### src/rtl/tq_pkg.sv
package tq_pkg;
  typedef enum int {DIR_HI = 0, DIR_LO = 1} tq_dir_e;
  localparam int NUM_DIR = 2;
endpackage

### src/rtl/tq_compare.sv
module tq_compare #(
  parameter int TEMP_W = 8
) (
  input  logic [TEMP_W-1:0] temp_i,
  input  logic [TEMP_W-1:0] hi_i,
  input  logic [TEMP_W-1:0] lo_i,
  output logic              over_o,
  output logic              under_o
);
  function automatic logic above(input logic [TEMP_W-1:0] a, input logic [TEMP_W-1:0] b);
    return $signed(a) > $signed(b);
  endfunction

  assign over_o  = above(temp_i, hi_i);
  assign under_o = above(lo_i, temp_i);
endmodule

### src/rtl/tq_filter.sv
module tq_filter #(
  parameter int RUN_LEN = 3,
  parameter int CNT_W   = 2
) (
  input  logic             clk,
  input  logic             rst_n,
  input  logic             valid_i,
  input  logic             viol_i,
  input  logic             qen_i,
  input  logic             clr_i,
  output logic             stat_o,
  output logic             event_o,
  output logic             last_o,
  output logic [CNT_W-1:0] run_o
);
  localparam logic [CNT_W-1:0] FULL = CNT_W'(RUN_LEN - 1);

  logic [CNT_W-1:0] run_q;
  logic             last_q;
  logic             stat_q;
  logic             full;

  assign full    = (run_q == FULL);
  assign event_o = valid_i && viol_i && (!qen_i || full);

  always_ff @(posedge clk or negedge rst_n) begin
    if (!rst_n) begin
      run_q  <= '0;
      last_q <= 1'b0;
      stat_q <= 1'b0;
    end else begin
      if (!qen_i)
        run_q <= '0;
      else if (valid_i)
        run_q <= viol_i ? (full ? run_q : run_q + 1'b1) : '0;
      if (valid_i)
        last_q <= viol_i;
      if (event_o)
        stat_q <= 1'b1;
      else if (clr_i && !last_q)
        stat_q <= 1'b0;
    end
  end

  assign stat_o = stat_q;
  assign last_o = last_q;
  assign run_o  = run_q;
endmodule

### src/rtl/temp_alert_queue.sv
module temp_alert_queue #(
  parameter int TEMP_W  = 8,
  parameter int RUN_LEN = 3
) (
  input  logic              clk,
  input  logic              rst_n,
  input  logic              rd_valid,
  input  logic [TEMP_W-1:0] rd_temp,
  input  logic [TEMP_W-1:0] lim_hi,
  input  logic [TEMP_W-1:0] lim_lo,
  input  logic              cfg_we,
  input  logic              cfg_wdata,
  input  logic              clr_stb,
  output logic              stat_hi,
  output logic              stat_lo,
  output logic              alert
);
  import tq_pkg::*;
  localparam int CNT_W = (RUN_LEN < 2) ? 1 : $clog2(RUN_LEN);

  logic queue_on;
  always_ff @(posedge clk or negedge rst_n) begin
    if (!rst_n)      queue_on <= 1'b0;
    else if (cfg_we) queue_on <= cfg_wdata;
  end

  logic [NUM_DIR-1:0]            viol;
  logic [NUM_DIR-1:0]            stat;
  logic [NUM_DIR-1:0]            evt;
  logic [NUM_DIR-1:0]            last;
  logic [NUM_DIR-1:0][CNT_W-1:0] run;

  tq_compare #(.TEMP_W(TEMP_W)) u_cmp (
    .temp_i (rd_temp),
    .hi_i   (lim_hi),
    .lo_i   (lim_lo),
    .over_o (viol[DIR_HI]),
    .under_o(viol[DIR_LO])
  );

  for (genvar d = 0; d < NUM_DIR; d++) begin : g_dir
    tq_filter #(.RUN_LEN(RUN_LEN), .CNT_W(CNT_W)) u_flt (
      .clk    (clk),
      .rst_n  (rst_n),
      .valid_i(rd_valid),
      .viol_i (viol[d]),
      .qen_i  (queue_on),
      .clr_i  (clr_stb),
      .stat_o (stat[d]),
      .event_o(evt[d]),
      .last_o (last[d]),
      .run_o  (run[d])
    );
  end

  wire [CNT_W-1:0] hi_cnt   = run[DIR_HI];
  wire [CNT_W-1:0] lo_cnt   = run[DIR_LO];
  wire             hi_last  = last[DIR_HI];
  wire             hi_event = evt[DIR_HI];
  wire             lo_event = evt[DIR_LO];
  wire             lo_last  = last[DIR_LO];

  assign stat_hi = stat[DIR_HI];
  assign stat_lo = stat[DIR_LO];
  assign alert   = |stat;
endmodule

### config.mk
export PLATFORM = sky130hd
export DESIGN_NAME = temp_alert_queue
export DESIGN_NICKNAME = d
export VERILOG_FILES = /design/src/rtl/tq_pkg.sv /design/src/rtl/tq_compare.sv /design/src/rtl/tq_filter.sv /design/src/rtl/temp_alert_queue.sv
export SDC_FILE = /design/constraint.sdc
export NUM_CORES = 1
export LEC_CHECK = 0
export ABC_AREA = 0
export ABC_CLOCK_PERIOD_IN_PS = 2600
export BUFFER_PORTS_ARGS = -buffer_cell sky130_fd_sc_hd__clkbuf_2
export CORE_MARGIN = 4
export CORE_UTILIZATION = 51
export CTS_BUF_LIST = sky130_fd_sc_hd__clkbuf_4 sky130_fd_sc_hd__clkbuf_8
export CTS_CLUSTER_DIAMETER = 150
export DETAILED_ROUTE_END_ITERATION = 10
export PLACE_DENSITY = 0.82
export SLEW_MARGIN = 5
export SYNTH_ARGS = -nofsm -noshare
export SYNTH_HDL_FRONTEND = slang
export SYNTH_SLANG_ARGS = --single-unit
### constraint.sdc
create_clock -name clk -period 2.6 [get_ports clk]
set_input_delay 0.52 -clock clk [delete_from_list [all_inputs] [get_ports clk]]
set_output_delay 0.52 -clock clk [all_outputs]
set_load 0.02 [all_outputs]
==> summary.md, run 1 <==
Run status
* **outcome** finished clean

Pwr
* **largest voltage drop on the vdd net** 0.292 mV
* **power density of the placed cells** 414 nW/µm²
* **Leak** 0.627 nW

Cells and area
* **antenna cell count** 0
* **post-layout utilization of the core** 69.4%
* **area growth from synthesis to final layout** 23.1%
* **Net count, final** 191
* **Filler Cell Count** 136
* **fraction of final layout cells with drive strength greater than 1** 28.9%
* **combined area of the multi-input logic cells** 576 µm²
* **sequential cell area** 225 µm²

Critical path
* **Crit path depth** 8
* **kind of capture point of the worst setup path** register
* **worst-path maximum fanout** 3
* **Buf/Inv on CP** 2
* **category of the worst setup path launch point** primary input
* **CP delay by family, top** compound AO/OA/AOI/OAI gates
* **start-to-end type of the worst setup path** in2reg
* **worst-path cell with the longest stage delay** ha_1
* **delay contributed by the slowest stage of the critical path** 0.31 ns
* **WP data required** 2.77 ns
* **signal arrival time at the worst endpoint** 1.81 ns
* **cells traversed along the worst timing path** clkbuf_2, inv_1, ha_1, and3_1, and3_4, a41oi_2, o221ai_1, o31ai_1
* **worst-case reg-to-reg path depth** 6

Global routing
* **sum of overflow across all layers after global routing** 0
* **met3 capacity usage during global routing** 4.52%
* **initial antenna violation count** 0
* **Tot GR Track Use** 17.3%
* **GRT Max-Usage Layer** met2
* **largest net degree at the start of global routing** 12
* **wire length of the first global-routing pass** 3390 µm
* **met1 Track Usage GR** 19.4%
* **number of global-route vias before repair** 858
* **GR Util met2** 32.8%

Drt
* **DRC errors left** 0
* **final routed wire length divided by cell count** 12.4 µm
* **Avg Vias per Cell** 5.41
* **final WL** 1960 µm
* **number of DRC violations after detailed-routing iteration 0** 14
* **antenna violation net count after detailed routing** 0
* **Vias** 855
* **iteration count of the initial detailed-routing pass** 4

Yosys
* **arithmetic-cell share of the synthesized area counting full adders, half adders and majority gates** 25.4%
* **number of synthesized register bits** 9
* **async set-reset flop share out of synthesis** 100%
* **dominant combinational cell family by area after synthesis** adder cells
* **number of instances in the synthesized netlist** 107
* **compound-cell area share of the yosys netlist** 21.0%
* **number of synthesized flops with an enable pin** 0
* **sequential-to-total area share from yosys stat** 25.4%
* **leading register cell type out of synthesis** dfrtp_1
* **Synth Area per Inst** 8.30 µm²
* **number of warnings reported in the yosys synthesis log** 0
* **number of nets produced by synthesis** 155
* **largest cells by area after synthesis** dfrtp_1 (25%), ha_1 (25%), inv_1 (9.3%)
* **post-synthesis share of cell area spent on and, or, nand and nor gates** 17.3%
* **multiplexer share of the synthesized area** 1.13%
* **library cell occupying the most area in the post-synthesis netlist** dfrtp_1
* **count of different cell masters after synthesis** 28
* **fraction of synthesized cell area taken by the top area cell type** 25.4%
* **XOR/XNOR share of the synthesized area** 0%
* **cell area after synthesis** 888 µm²

Timing
* **final hold violation count** 0
* **number of failing setup endpoints in the final timing report** 0
* **share of the clock period used by the worst path** 63.4%
* **Least-Margin Pin Slew** 0.253 ns
* **total negative slack for setup checks** 0 ns
* **number of pins exceeding their max-slew limit in the final report** 0
* **f_max** 607 MHz
* **worst setup slack after layout** 0.953 ns
* **fin crit period** 1.65 ns
* **setup repair after global routing missed its margin** false
* **headroom to the max-slew limit** 83.1%
* **worst clock skew** 0.00161 ns

Clocking
* **post-CTS resize count** 0
* **number of buffers inserted to repair setup after CTS** 0
* **Clock Latency Late Sink** 0.26 ns
* **CTS Hold Bufs** 0
* **number of CTS-inserted buffers** 3
* **total number of H-tree levels** 1
* **Worst-path clk slew** 0.06 ns
* **clock root buffer** clkbuf_4
* **number of buffers on the longest clock path** 2
* **CTS Sinks** 9
* **clock tree from TritonCTS** yes

Die
* **CORE AREA** 1580 µm²
* **standard-cell rows** 14
* **Die Footprint** 2470 µm²
* **Die Span Y** 49.7 µm
* **boundary pin count** 33
* **horizontal die dimension** 49.7 µm
* **effective utilization at floorplan** 56.3%

Place
* **final weighted congestion of routability-driven global placement** 0.751
* **Detailed Place HPWL** 1740 µm
* **setup slack after placement** 0.689 ns
* **PortBufs** 32

Flow run
* **count of maximum capacitance violations** 0

Worst hold path
* **path category of the worst min-delay check** in2async

[logic make-up (layout without fill, tap and decap cells)]
family	count (synthesis)	count (layout)
AO/OA/AOI/OAI	29	29
adder cells (fa/ha/maj)	18	18
buffers and inverters	23	58
flip-flops	9	9
multiplexers	1	1
AND/OR/NAND/NOR	27	27
[final timing paths]
| path | startpoint | slack (ns) | end |
|---|---|---|---|
| max | rd_temp[7] | 0.95 | g_dir[1].u_flt.run_o[0] |
| min | rst_n | 0.11 | g_dir[0].u_flt.stat_o |
| max reg2reg | g_dir[1].u_flt.run_o[0] | 1.32 | g_dir[1].u_flt.run_o[0] |
| min reg2reg | g_dir[1].u_flt.last_o | 0.54 | g_dir[1].u_flt.last_o |
| max in group asynchronous | rst_n | 2.29 | g_dir[0].u_flt.last_o |
| min in group clk | cfg_we | 0.45 | queue_on |
[power breakdown]
group | leakage, nW | switching (mW) | internal, mW
Sequential | 0.110 | 0.0145 | 0.160
Combinational | 0.499 | 0.0896 | 0.0724
Clock | 0.0184 | 0.0465 | 0.0694
Total | 0.627 | 0.151 | 0.302
[cells in the mapped netlist, types with 2 or more instances]
cell type	count
dfrtp_1	9
nor2b_1	2
and3_1	3
o22ai_1	2
o21a_1	2
inv_1	22
nor3_1	2
o31ai_1	2
ha_1	18
o21ai_0	6
a21o_1	2
nand2_1	6
nand2b_1	4
nand4_1	3
nor2_1	3
o21ai_1	5
a21oi_1	5
[flip-flops by register name, summed over array words and instances (netlist names)]
| register | count |
|---|---|
| g_dir.u_flt.last_o | 2 |
| g_dir.u_flt.run_o | 4 |
| g_dir.u_flt.stat_o | 2 |
| queue_on | 1 |
[placed cells by master (no fill, tap or decap)]
| cell | count |
|---|---|
| nand3b_1 | 1 |
| a41oi_2 | 1 |
| dfrtp_1 | 9 |
| inv_1 | 22 |
| ha_1 | 18 |
| nor2b_1 | 2 |
| o21ai_0 | 6 |
| a21o_1 | 2 |
| and3_1 | 3 |
| or2_2 | 1 |
| o22ai_1 | 2 |
| o211ai_1 | 1 |
| a211oi_1 | 1 |
| nand2_1 | 6 |
| nor3_1 | 2 |
| nand4_1 | 3 |
| nand2b_1 | 4 |
| nor2_1 | 3 |
| clkbuf_2 | 32 |
| clkbuf_4 | 4 |
| o21ai_2 | 1 |
| mux2i_1 | 1 |
| o221ai_1 | 1 |
| o21a_1 | 2 |
| a21oi_1 | 5 |
| and3_4 | 1 |
| o31ai_1 | 2 |
| and2b_4 | 1 |
| o21ai_1 | 5 |
[per-stage QoR]
stage	cells	power, mW	cell area [µm²]	hold slack (ns)
global route	158	0.492	1090	0.105
CTS	158	0.459	1090	0.110
floorplan	107	0.276	888	0.224
global placement	154	0.330	1060	0.384
detailed placement	154	0.340	1060	0.390
finish	158	0.453	1090	0.112
[final cells by class]
cell class | count | area share (%)
tap | 16 | 1.83
multi-input combinational | 75 | 52.6
sequential | 9 | 20.6
inverter | 22 | 7.55
timing repair buffer | 32 | 14.6
clock buffer | 4 | 2.75
[metal layers]
metal,up-vias,part of all wire [%]
met5,-,0
met4,0,0.46
met3,2,3.9
met2,17,51
met1,393,45
li1,443,-
Power figures use the tool's default switching activity.
==> inputs of run 2 (changes only) <==
--- a/config.mk
+++ b/config.mk
@@ -6,14 +6,14 @@
 export NUM_CORES = 1
 export LEC_CHECK = 0
 export ABC_AREA = 0
-export ABC_CLOCK_PERIOD_IN_PS = 2600
+export ABC_CLOCK_PERIOD_IN_PS = 1600
 export BUFFER_PORTS_ARGS = -buffer_cell sky130_fd_sc_hd__clkbuf_2
 export CORE_MARGIN = 4
-export CORE_UTILIZATION = 51
+export CORE_UTILIZATION = 50
 export CTS_BUF_LIST = sky130_fd_sc_hd__clkbuf_4 sky130_fd_sc_hd__clkbuf_8
 export CTS_CLUSTER_DIAMETER = 150
 export DETAILED_ROUTE_END_ITERATION = 10
-export PLACE_DENSITY = 0.82
+export PLACE_DENSITY = 0.81
 export SLEW_MARGIN = 5
 export SYNTH_ARGS = -nofsm -noshare
 export SYNTH_HDL_FRONTEND = slang
==> constraint.sdc (replaced) <==
create_clock -name clk -period 1.6 [get_ports clk]
set_input_delay 0.32 -clock clk [delete_from_list [all_inputs] [get_ports clk]]
set_output_delay 0.32 -clock clk [all_outputs]
set_load 0.02 [all_outputs]
==> run 2 against run 1 <==
- combinational power grew 68%
- core utilization is 1.9 points higher
- highest routed layer unchanged
- die area is 1.7% higher
- global-route usage is 0.40 points lower
- non-clock buffer count grew 4
==> summary.md, run 2 (same netlist as run 1, synthesis figures left out) <==
Run status
* **outcome** finished clean

Clocking
* **total number of H-tree levels** 1, unchanged
* **Clock Latency Late Sink** 0.26 ns, about the same
* **number of buffers inserted to repair setup after CTS** 0, unchanged
* **number of CTS-inserted buffers** 3, unchanged
* **clock root buffer** clkbuf_4
* **CTS Sinks** 9, unchanged
* **number of buffers on the longest clock path** 2, unchanged
* **Worst-path clk slew** 0.06 ns, about the same
* **clock tree from TritonCTS** yes

Die
* **effective utilization at floorplan** 55.7%, -0.62 points
* **Die Span Y** 50.2 µm, +0.83%
* **horizontal die dimension** 50.2 µm, +0.83%
* **Die Footprint** 2520 µm², +1.7%
* **standard-cell rows** 14, unchanged
* **boundary pin count** 33, unchanged
* **CORE AREA** 1590 µm², +1.1%

Cells and area
* **antenna cell count** 0, unchanged
* **Net count, final** 195, +2.1%
* **fraction of final layout cells with drive strength greater than 1** 30.1%, +1.3 points
* **number of flip-flops under the largest register name** 4, unchanged
* **leading cell type in the layout, fill and taps excluded** clkbuf_2
* **combined area of the multi-input logic cells** 576 µm², unchanged
* **post-layout utilization of the core** 71.3%, +1.9 points
* **Filler Cell Count** 138, +1.5%
* **final design area excluding fillers** 1140 µm², +3.9%
* **leading cell types in the layout, fill and taps excluded** clkbuf_2 (32), inv_1 (22), ha_1 (18), dfrtp_1 (9)
* **area growth from synthesis to final layout** 27.9%
* **sequential cell area** 225 µm², unchanged

Drt
* **Vias** 849, -0.70%
* **iteration count of the initial detailed-routing pass** 4, unchanged
* **number of DRC violations after detailed-routing iteration 0** 5, -9
* **Avg Vias per Cell** 4.99, -7.7%
* **final WL** 1940 µm, -0.92%
* **final routed wire length divided by cell count** 11.4 µm, -7.9%
* **DRC errors left** 0, unchanged
* **antenna violation net count after detailed routing** 0, unchanged

Critical path
* **CP Launch Point** rd_temp[7]
* **category of the worst setup path launch point** primary input
* **WP data required** 1.79 ns, -0.98 ns
* **launch point of the worst reg-to-reg path** g_dir[1].u_flt.run_o[0]
* **worst-case reg-to-reg path depth** 6, unchanged
* **worst-path cell with the longest stage delay** ha_1
* **kind of capture point of the worst setup path** register
* **CP delay by family, top** simple AND/OR/NAND/NOR gates
* **cells traversed along the worst timing path** clkbuf_2, inv_1, ha_1, and3_1, and3_4, a41oi_2, o21ai_2, mux2i_1
* **delay contributed by the slowest stage of the critical path** 0.29 ns, -0.02 ns
* **signal arrival time at the worst endpoint** 1.62 ns, -0.19 ns
* **start-to-end type of the worst setup path** in2reg
* **RR Endpoint** g_dir[1].u_flt.run_o[0]
* **Buf/Inv on CP** 2, unchanged
* **R2R setup slack** 0.31 ns, -1.01 ns
* **worst-path maximum fanout** 3, unchanged

Timing
* **fin crit period** 1.43 ns
* **number of failing setup endpoints in the final timing report** 0, unchanged
* **f_max** 698 MHz
* **Least-Margin Pin Slew** 0.239 ns, -0.0143 ns
* **headroom to the max-slew limit** 84.1%, +0.95 points
* **setup repair after global routing missed its margin** false
* **worst clock skew** 0.00459 ns, +0.00298 ns
* **total negative slack for setup checks** 0 ns, unchanged
* **share of the clock period used by the worst path** 89.5%
* **number of pins exceeding their max-slew limit in the final report** 0, unchanged
* **final hold violation count** 0, unchanged

Pwr
* **power density of the placed cells** 658 nW/µm², +59%
* **Int Power** 500 µW, +66%
* **largest voltage drop on the vdd net** 0.625 mV, +110%
* **P_sw** 247 µW, +64%
* **Total Power** 747 µW, +65%
* **switching portion of total power** 33.0%, -0.23 points
* **Leak** 0.646 nW, +3.0%
* **portion of total power attributed to combinational logic** 36.4%, +0.6 points
* **share of power burned in registers** 37.8%, -0.8 points
* **power share of the clock group** 25.9%, +0.3 points

Global routing
* **wire length of the first global-routing pass** 3320 µm, -2.2%
* **sum of overflow across all layers after global routing** 0, unchanged
* **number of global-route vias before repair** 838, -2.3%
* **largest net degree at the start of global routing** 12, unchanged
* **initial antenna violation count** 0, unchanged
* **Tot GR Track Use** 16.9%, -0.40 points

Place
* **final weighted congestion of routability-driven global placement** 0.783, +4.3%
* **PortBufs** 32, unchanged
* **area of placed instances** 1100 µm², +3.1%
* **Detailed Place HPWL** 1700 µm, -2.5%

Worst hold path
* **path category of the worst min-delay check** in2reg
* **Worst Hold Path EP** queue_on
* **count of cells along the worst hold path** 2
* **hold path startpoint** cfg_we

Flow run
* **count of maximum capacitance violations** 0, unchanged

-- run 2: per-layer routing --
layer	vias to the layer above	part of all wire (%)	routed length (µm)	track usage (%)
li1	452	-	-	-
met2	20	51	985	30.0
met3	2	5.6	109	4.44
met4	0	0.46	9	4.15
met5	-	0	0	0
met1	375	43	833	20.2
-- run 2: power by group through the flow --
| stage | Clock [mW] | Combinational, mW | Sequential (mW) |
|---|---|---|---|
| after floorplan | 0 | 0.150 | 0.299 |
| after global placement | 0 | 0.263 | 0.284 |
| after detailed placement | 0 | 0.272 | 0.287 |
| after CTS | 0.199 | 0.276 | 0.282 |
| after global routing | 0.216 | 0.308 | 0.288 |
| final | 0.193 | 0.272 | 0.282 |
-- run 2: worst register-to-register path, stage by stage, from the launching register on --
cell      delay, ns
dfrtp_1        0.37
inv_1          0.06
ha_1           0.22
nand2b_1       0.16
nor3_1         0.16
o221ai_1       0.14
o31ai_1        0.08
-- run 2: timing repair --
action | CTS | global route
hold buffers | 1 | 0
hold endpoints to repair | 9 | 0
gates resized for setup | 0 | 0
-- run 2: layout make-up --
| class | instances | share of cell area (%) |
|---|---|---|
| Clock buffer | 4 | 2.64 |
| Inverter | 22 | 7.27 |
| Multi-Input combinational cell | 75 | 50.7 |
| Sequential cell | 9 | 19.8 |
| Tap cell | 24 | 2.64 |
| Timing Repair Buffer | 36 | 17.0 |
-- run 2: stage by stage --
| step | hold WS [ns] | std cells | setup slack, ns |
|---|---|---|---|
| global route | 0.256 | 170 | 0.101 |
| floorplan | 0.0244 | 107 | 0.0934 |
| finish | 0.250 | 170 | 0.167 |
| detailed placement | 0.190 | 165 | -0.109 |
| global placement | 0.184 | 165 | -0.0394 |
| CTS | 0.246 | 170 | 0.165 |
-- run 2: worst max-delay path by stage --
stage / end / cells past startpoint
floorplan: g_dir[1].u_flt.run_o[0] / 7
global placement: g_dir[0].u_flt.run_o[0] / 7
detailed placement: g_dir[1].u_flt.run_o[0] / 8
CTS: alert / 2
global route: g_dir[1].u_flt.run_o[0] / 8
finish: g_dir[1].u_flt.last_o / 8
